**src/rtl/pcp_pkg.sv**
```systemverilog
package pcp_pkg;

    localparam int NUM_PUMPS = 2;
    localparam int NEG_IDX   = 0;
    localparam int POS_IDX   = 1;
    localparam int MIN_DIV   = 2;

    typedef enum logic [2:0] {
        PH_IDLE,
        PH_A,
        PH_GAP_A,
        PH_B,
        PH_GAP_B
    } phase_e;

    typedef struct packed {
        logic a;
        logic b;
    } pair_t;

    function automatic pair_t phase_outputs(input phase_e st);
        pair_t p;
        p.a = (st == PH_A);
        p.b = (st == PH_B);
        return p;
    endfunction

endpackage

```
**src/rtl/pcp_phase_engine.sv**
```systemverilog
module pcp_phase_engine
    import pcp_pkg::*;
#(
    parameter int DIV_W = 8
) (
    input  logic             clk,
    input  logic             rst,
    input  logic             clear,
    input  logic             run,
    input  logic [DIV_W-1:0] div_sel,
    output pair_t            ph
);

    localparam logic [DIV_W-1:0] MIN_W = DIV_W'(MIN_DIV);

    typedef struct packed {
        phase_e           st;
        logic [DIV_W-1:0] cnt;
        logic [DIV_W-1:0] width;
    } eng_t;

    eng_t             cur_q;
    eng_t             nxt;
    logic [DIV_W-1:0] width_in;

    // values below the floor behave as the floor
    assign width_in = (div_sel < MIN_W) ? MIN_W : div_sel;

    always_comb begin
        nxt = cur_q;
        unique case (cur_q.st)
            PH_IDLE: begin
                if (run) begin
                    nxt.st    = PH_A;
                    nxt.width = width_in;
                    nxt.cnt   = width_in - 1'b1;
                end
            end
            PH_A: begin
                if (cur_q.cnt == '0) nxt.st = PH_GAP_A;
                else                 nxt.cnt = cur_q.cnt - 1'b1;
            end
            PH_GAP_A: begin
                nxt.st  = PH_B;
                nxt.cnt = cur_q.width - 1'b1;
            end
            PH_B: begin
                if (cur_q.cnt == '0) nxt.st = PH_GAP_B;
                else                 nxt.cnt = cur_q.cnt - 1'b1;
            end
            PH_GAP_B: begin
                if (run) begin
                    nxt.st    = PH_A;
                    nxt.width = width_in;
                    nxt.cnt   = width_in - 1'b1;
                end else begin
                    nxt.st = PH_IDLE;
                end
            end
            default: nxt.st = PH_IDLE;
        endcase
    end

    always_ff @(posedge clk) begin
        if (rst || clear) begin
            cur_q.st    <= PH_IDLE;
            cur_q.cnt   <= '0;
            cur_q.width <= MIN_W;
        end else begin
            cur_q <= nxt;
        end
    end

    assign ph = phase_outputs(cur_q.st);

endmodule

```
**src/rtl/pcp_rail_tracker.sv**
```systemverilog
module pcp_rail_tracker (
    input  logic clk,
    input  logic rst,
    input  logic wr_mode,
    input  logic permit,
    input  logic at_target,
    output logic ready
);

    always_ff @(posedge clk) begin
        if (rst || !wr_mode) ready <= 1'b0;
        else if (permit && at_target) ready <= 1'b1;
    end

endmodule

```
**src/rtl/pump_clk_ctrl.sv**
```systemverilog
module pump_clk_ctrl
    import pcp_pkg::*;
#(
    parameter int DIV_W = 8
) (
    input  logic             clk,
    input  logic             rst,
    input  logic             wr_mode,
    input  logic             neg_halt,
    input  logic             pos_halt,
    input  logic [DIV_W-1:0] long_div,
    input  logic [DIV_W-1:0] short_div,
    output logic             neg_ph1,
    output logic             neg_ph2,
    output logic             pos_ph1,
    output logic             pos_ph2,
    output logic             neg_ready,
    output logic             pos_ready
);

    logic [NUM_PUMPS-1:0] halt_v;
    logic [NUM_PUMPS-1:0] ready_v;
    logic [NUM_PUMPS-1:0] permit_v;
    pair_t                ph_v [NUM_PUMPS];

    assign halt_v[NEG_IDX] = neg_halt;
    assign halt_v[POS_IDX] = pos_halt;

    for (genvar i = 0; i < NUM_PUMPS; i++) begin : g_pump
        logic             run;
        logic [DIV_W-1:0] div_sel;

        // pump i may start only after every earlier rail has reached target
        if (i == 0) begin : g_first
            assign permit_v[i] = 1'b1;
        end else begin : g_later
            assign permit_v[i] = ready_v[i-1];
        end

        assign run     = wr_mode && permit_v[i] && !halt_v[i];
        assign div_sel = ready_v[i] ? short_div : long_div;

        pcp_rail_tracker u_track (
            .clk       (clk),
            .rst       (rst),
            .wr_mode   (wr_mode),
            .permit    (permit_v[i]),
            .at_target (halt_v[i]),
            .ready     (ready_v[i])
        );

        pcp_phase_engine #(.DIV_W(DIV_W)) u_eng (
            .clk     (clk),
            .rst     (rst),
            .clear   (!wr_mode),
            .run     (run),
            .div_sel (div_sel),
            .ph      (ph_v[i])
        );
    end

    assign neg_ph1   = ph_v[NEG_IDX].a;
    assign neg_ph2   = ph_v[NEG_IDX].b;
    assign pos_ph1   = ph_v[POS_IDX].a;
    assign pos_ph2   = ph_v[POS_IDX].b;
    assign neg_ready = ready_v[NEG_IDX];
    assign pos_ready = ready_v[POS_IDX];

endmodule

```
**config.mk**
```make
export PLATFORM = sky130hd
export DESIGN_NAME = pump_clk_ctrl
export DESIGN_NICKNAME = d
export VERILOG_FILES = /design/src/rtl/pcp_pkg.sv /design/src/rtl/pcp_phase_engine.sv /design/src/rtl/pcp_rail_tracker.sv /design/src/rtl/pump_clk_ctrl.sv
export SDC_FILE = /design/constraint.sdc
export NUM_CORES = 1
export LEC_CHECK = 0
export CAP_MARGIN = 30
export CORE_ASPECT_RATIO = 1.1
export CORE_MARGIN = 3
export CORE_UTILIZATION = 59
export CTS_BUF_LIST = sky130_fd_sc_hd__clkbuf_4
export DETAILED_ROUTE_END_ITERATION = 16
export HOLD_SLACK_MARGIN = 0.02
export PLACE_DENSITY = 0.83
export SYNTH_ARGS = -nofsm -noshare
export SYNTH_HDL_FRONTEND = slang
export SYNTH_SLANG_ARGS = --single-unit
```
**constraint.sdc**
```tcl
create_clock -name clk -period 3 [get_ports clk]
set_input_delay 0.3 -clock clk [delete_from_list [all_inputs] [get_ports clk]]
set_output_delay 0.3 -clock clk [all_outputs]
set_load 0.05 [all_outputs]
```
==> results of run 1 <==
-- worst max-delay path: stages (launching register included) --
cell and delay [ns]:
dfxtp_1 0.50, nor4_1 0.12, and2_1 0.20, or2_2 0.32
a211oi_1 0.39, a21oi_1 0.12, o21ai_0 0.17, ha_1 0.19
inv_1 0.07, or3_1 0.37, a31oi_1 0.18
-- area by class of cell --
type | count | area, um^2
multi-input combinational | 249 | 1560
fill | 334 | 1120
sequential | 40 | 801
timing repair buffer | 38 | 370
tap | 52 | 65.1
clock inverter | 3 | 46.3
clock buffer | 5 | 37.5
inverter | 6 | 22.5
-- path summary, 6_finish.rpt --
| kind | endpoint | slack (ns) | depth (start not counted) |
|---|---|---|---|
| worst max-delay path | g_pump[0].u_eng.cur_q[14] | 0.32 | 10 |
| worst min-delay path | g_pump[1].u_eng.cur_q[11] | 0.49 | 2 |
| worst max register to register | g_pump[0].u_eng.cur_q[14] | 0.32 | 10 |
| worst min register to register | g_pump[1].u_eng.cur_q[11] | 0.49 | 2 |
-- sequential cells by signal, indices dropped and copies added (netlist names) --
| register | cells |
|---|---|
| g_pump.u_track.ready | 2 |
| g_pump.u_eng.cur_q | 38 |
-- power by group through the flow --
| stage | registers (mW) | logic [mW] | clock network, mW |
|---|---|---|---|
| after detailed placement | 0.568 | 0.227 | 0 |
| after global placement | 0.568 | 0.218 | 0 |
| final | 0.557 | 0.230 | 0.378 |
| after floorplan | 0.565 | 0.149 | 0 |
| after CTS | 0.556 | 0.228 | 0.386 |
| after global routing | 0.558 | 0.254 | 0.403 |
-- through the flow --
| step | cell area, um^2 | util, % |
|---|---|---|
| floorplan | 2490 | - |
| global placement | 2790 | 69.4 |
| detailed placement | 2820 | 70.1 |
| CTS | 2910 | 72.2 |
| global route | 2910 | 72.2 |
| finish | 2910 | 72.2 |
-- per-layer routing --
metal	GRT usage, %	up-vias	share of wire [%]
met4	9.71	0	1.9
met5	0	-	0
met1	29.5	1125	40
met2	51.6	57	53
li1	-	1195	-
met3	5.59	13	4.5
-- kinds of logic (layout without fill, tap and decap cells) --
logic type      Yosys count  after routing  share of synthesized area, %
fa+ha+maj                 2              2                          1.00
flops                    40             40                          32.1
compound gates           87             87                          22.9
simple gates            128            128                          26.3
mux                      22             22                          8.93
buf+inv                  24             52                          5.27
xor+xnor                 10             10                          3.51
-- cells in the final DEF, fill, tap and decap left out, types with 2 or more instances in the layout --
cell type	n
xor2_1	2
and3_1	4
dfxtp_1	40
nor2b_1	4
o21a_1	2
a211oi_1	14
ha_1	2
nor4_1	5
nor3_1	4
buf_4	11
inv_1	6
a31oi_1	5
mux2i_1	20
xnor2_1	8
or4_1	5
nand3b_1	3
o32a_1	6
a21oi_1	21
nand3_1	5
o21ai_0	25
nand2_2	3
clkdlybuf4s50_1	26
or3_1	3
clkbuf_4	5
and2_1	5
nor2_1	56
a221oi_1	2
mux2_2	2
nand2b_1	7
nand2_1	15
==> impl_metrics.toml, run 1 <==
[synth]
syn_avg_cell_area_um2 = 7.97
syn_area_um2 = 2490
postSynthCellCount = 313
yosys_warnings = 0
yosysTopAreaCellShare_pct = 32.1
synth_edf_count = 0
synth_ff_type = "dfxtp_1"
syn_nets = 336
synth.yosys.seq_area_share_pct = 32.1
synth_area_leaders = "dfxtp_1 32%, nor2_1 8.4%, mux2i_1 8.0%, o21ai_0 5.0%, a211oi_1 4.2%"
synthArstFlopShare_pct = 0
yosysMostFrequentCell = "nor2_1"
synthTopCellsByCount = "56 x nor2_1, 40 x dfxtp_1, 25 x o21ai_0"
ys_ff_latch = 40
yosys.area.top_type = "dfxtp_1"
ys_types = 51

[worst_setup_path]
worst_setup_path_end_kind = "register"
crit_arrival_ns = 2.99
r2r_start = "g_pump[0].u_track.ready"
crit_path_start_kind = "register"
worstPathRequired_ns = 3.31
criticalPathCategory = "reg2reg"
startpoint = "g_pump[0].u_track.ready"
crit_fanout = 6

[timing]
timing.setup.tns_ns = 0
slew_headroom_pct = 53.0
setup_ws_ns = 0.320
rsz0062_at_grt = "no"
final.period_utilization_pct = 89.3
fin_worst_skew_ns = 0.0202
hold_violations = 0
setup_viol = 0
holdWs_ns = 0.494
clock.fmax_ghz = 0.373
slew_viol_final = 0
worstMarginPinSlew_ns = 0.698
finalCriticalPeriod_ns = 2.68

[route]
detail_route.first_pass.iterations = 4
drt-vias-per-instance = 6.08
drtAntennaViolNets = 0
vias = 2390
route.detailed.drc = 0
wl_per_cell_um = 16.3
drt_iter0_drc = 145
wl_um = 6420

[flow_run]
cap_violations = 0

[place]
place_inst = 385
dp_hpwl_um = 4880
pre_cts_ws_ns = 0.0149
gp_congestion = 0.953
portBuffers = 26

[global_route]
grt_pass1_vias = 2310
grt_max_degree = 24
antenna_found_initial = 0
grtUsageTotal_pct = 27.3
grt_pass1_wl_um = 10500
overflow = 0

[power_and_ir_drop]
netSwitchingFraction_pct = 29.1
total_power_mw = 1.16
powerDensity_nw_per_um2 = 401
p_clk_share_pct = 32.5
peakVddDrop_v = 0.000365
pwr-share-seq_pct = 47.8
intPower_mw = 0.825
combinationalPowerShare_pct = 19.7
p_sw_mw = 0.340
leakage_nw = 1.04

[clock_network]
hold_buffers = 0
cts_setup_buffers = 0
htree_levels = 2
cts_max_path_buffers = 2
ctsResizeCount = 0
clk_pin_slew_worst_paths_ns = 0.14
numCtsBuffers = 5
cts_tree = "built"
clk_latency_ns = 0.37
cts_root_buf = "clkbuf_4"
clkSinkCount = 40

[final_layout]
n_antenna_cell = 0
drive_gt1_share_pct = 9.38
stdcell_count = 393
fin_nets = 363
syn2layout_area_growth_pct = 16.4

[worst_hold_path]
hp-start = "g_pump[1].u_eng.cur_q[11]"
hold_path.class = "reg2reg"

[die]
core_area_um2 = 4020
die_h_um = 74.2
initial_utilization_pct = 62.0
pin_count = 27
core.rowCount = 24
die-area_um2 = 5050
die_w_um = 68

[run_status]
status = "finished, final reports clean"
No activity file was read; power rests on OpenSTA's default activity.
==> inputs of run 2 (changes only) <==
--- a/config.mk
+++ b/config.mk
@@ -8,11 +8,11 @@
 export CAP_MARGIN = 30
 export CORE_ASPECT_RATIO = 1.1
 export CORE_MARGIN = 3
-export CORE_UTILIZATION = 59
+export CORE_UTILIZATION = 53
 export CTS_BUF_LIST = sky130_fd_sc_hd__clkbuf_4
 export DETAILED_ROUTE_END_ITERATION = 16
 export HOLD_SLACK_MARGIN = 0.02
-export PLACE_DENSITY = 0.83
+export PLACE_DENSITY = 0.79
 export SYNTH_ARGS = -nofsm -noshare
 export SYNTH_HDL_FRONTEND = slang
 export SYNTH_SLANG_ARGS = --single-unit
==> constraint.sdc (replaced) <==
create_clock -name clk -period 2.19 [get_ports clk]
set_input_delay 0.219 -clock clk [delete_from_list [all_inputs] [get_ports clk]]
set_output_delay 0.219 -clock clk [all_outputs]
set_load 0.05 [all_outputs]
==> run 2 against run 1 <==
Effect of this change: critical path type unchanged; combinational power up 76%; core utilization increased by 3.5 points; power rose by 42%; the flow now finishes with violations (negative setup slack); flip-flop and latch count is the same.
==> impl_metrics.toml, run 2 (synthesized netlist as in run 1, its figures left out) <==
[run_status]
status = "finished, violations left"
violations = "negative setup slack"

[timing]
slew_headroom_pct = 66.5
rsz0062_at_grt = "yes"
fin_worst_skew_ns = 0.0102
worstMarginPinSlew_ns = 0.501
setup_viol = 1
final.period_utilization_pct = 101
setup_ws_ns = -0.0288
slew_viol_final = 0
hold_violations = 0
clock.fmax_ghz = 0.451
finalCriticalPeriod_ns = 2.22

[worst_setup_path]
rrSetupSlack_ns = -0.03
worst_setup_path_end_kind = "register"
crit_arrival_ns = 2.50
crit_path_start_kind = "register"
criticalPathCategory = "reg2reg"
worstPathRequired_ns = 2.47
crit_fanout = 4

[place]
place_area_um2 = 3120
dp_hpwl_um = 5400
portBuffers = 26
gp_congestion = 0.973

[clock_network]
cts_tree = "built"
numCtsBuffers = 5
clkSinkCount = 40
hold_buffers = 0
cts_root_buf = "clkbuf_4"
clk_pin_slew_worst_paths_ns = 0.12
cts_max_path_buffers = 2
htree_levels = 2
clk_latency_ns = 0.36

[global_route]
grt_max_degree = 28
overflow = 0
antenna_found_initial = 0
grt_pass1_wl_um = 12600
grt_pass1_vias = 2583
grtUsageTotal_pct = 28.7

[die]
core.rowCount = 25
core_area_um2 = 4410
die_w_um = 71.4
die-area_um2 = 5570
initial_utilization_pct = 56.6
pin_count = 27
die_h_um = 78.0

[route]
drt-vias-per-instance = 6.09
wl_per_cell_um = 17.7
detail_route.first_pass.iterations = 5
drtAntennaViolNets = 0
route.detailed.drc = 0
vias = 2651
wl_um = 7690
drt_iter0_drc = 265

[final_layout]
syn2layout_area_growth_pct = 33.8
regMostFlops = "g_pump.u_eng.cur_q"
fin_util_pct = 75.7
drive_gt1_share_pct = 26.5
design_area_um2 = 3340
largest_register_ffs = 38
final_cell_mix = "56 x nor2_1, 56 x buf_4, 38 x dfxtp_1, 23 x o21ai_0, 20 x a21oi_1"
fin_nets = 403
largestRegisters = "g_pump.u_eng.cur_q: 38 flops, g_pump.u_track.ready: 2 flops"
n_antenna_cell = 0

[power_and_ir_drop]
leakage_nw = 1.31
powerDensity_nw_per_um2 = 497
peakVddDrop_v = 0.000392

[flow_run]
cap_violations = 0

[worst_hold_path]
hold_path.class = "in2reg"
[run 2: cell types whose count changed in the layout (fill, tap and decap cells not counted), moves of 3 or more]
cell	delta
clkdlybuf4s50_1	-18
buf_4	+45
a211oi_1	-3
dlymetal6s2s_1	+3
dlygate4sd2_1	+11
nor4_1	-3
[run 2: report_power, final]
part,internal [mW],switching (mW),leakage (nW)
logic,0.189,0.216,0.943
registers,0.743,0.0171,0.325
clock network,0.239,0.255,0.0455
[run 2: final timing paths]
check                            start                         to  depth (start not counted)
min reg2reg  g_pump[1].u_eng.cur_q[11]  g_pump[1].u_eng.cur_q[11]                          2
max            g_pump[0].u_track.ready  g_pump[0].u_eng.cur_q[14]                         10
min                           neg_halt    g_pump[0].u_track.ready                          3
max reg2reg    g_pump[0].u_track.ready  g_pump[0].u_eng.cur_q[14]                         10
[run 2: critical path: stages (launching register included)]
cell      delay, ns
dfxtp_4        0.40
nor4_4         0.04
and2_4         0.18
or2_4          0.26
a211oi_4       0.23
a21oi_2        0.09
o21ai_2        0.16
ha_2           0.21
inv_2          0.05
or3_4          0.35
a31oi_4        0.16
[run 2: area by class of cell]
cell class | count | area [um^2]
Multi-Input combinational cell | 249 | 1730
Timing Repair Buffer | 78 | 634
Clock inverter | 3 | 41.3
Tap cell | 54 | 67.6
Inverter | 6 | 22.5
Sequential cell | 40 | 808
Clock buffer | 5 | 37.5
Fill cell | 308 | 1070
[run 2: repair_timing]
action | CTS | global route
setup buffers | 2 | 1
pin swaps | 9 | 9
setup endpoints to repair | 6 | 11
resized for setup | 21 | 17
[run 2: metrics by stage]
| stage | power, mW | hold slack, ns | worst slack [ns] | TNS, ns | cells |
|---|---|---|---|---|---|
| after floorplan | 0.983 | 0.334 | -0.0571 | -0.106 | 313 |
| after global placement | 1.14 | 0.475 | -0.374 | -2.20 | 425 |
| after detailed placement | 1.14 | 0.492 | -0.452 | -3.13 | 425 |
| after CTS | 1.64 | 0.453 | -0.0454 | -0.0454 | 435 |
| after global routing | 1.74 | 0.509 | -0.140 | -0.412 | 435 |
| final | 1.66 | 0.453 | -0.0288 | -0.0288 | 435 |
[run 2: layer usage]
metal | track usage (%) | wire [um]
met5 | 0 | 0
met4 | 12.8 | 218
met3 | 6.48 | 596
met2 | 45.1 | 3620
met1 | 37.1 | 3260
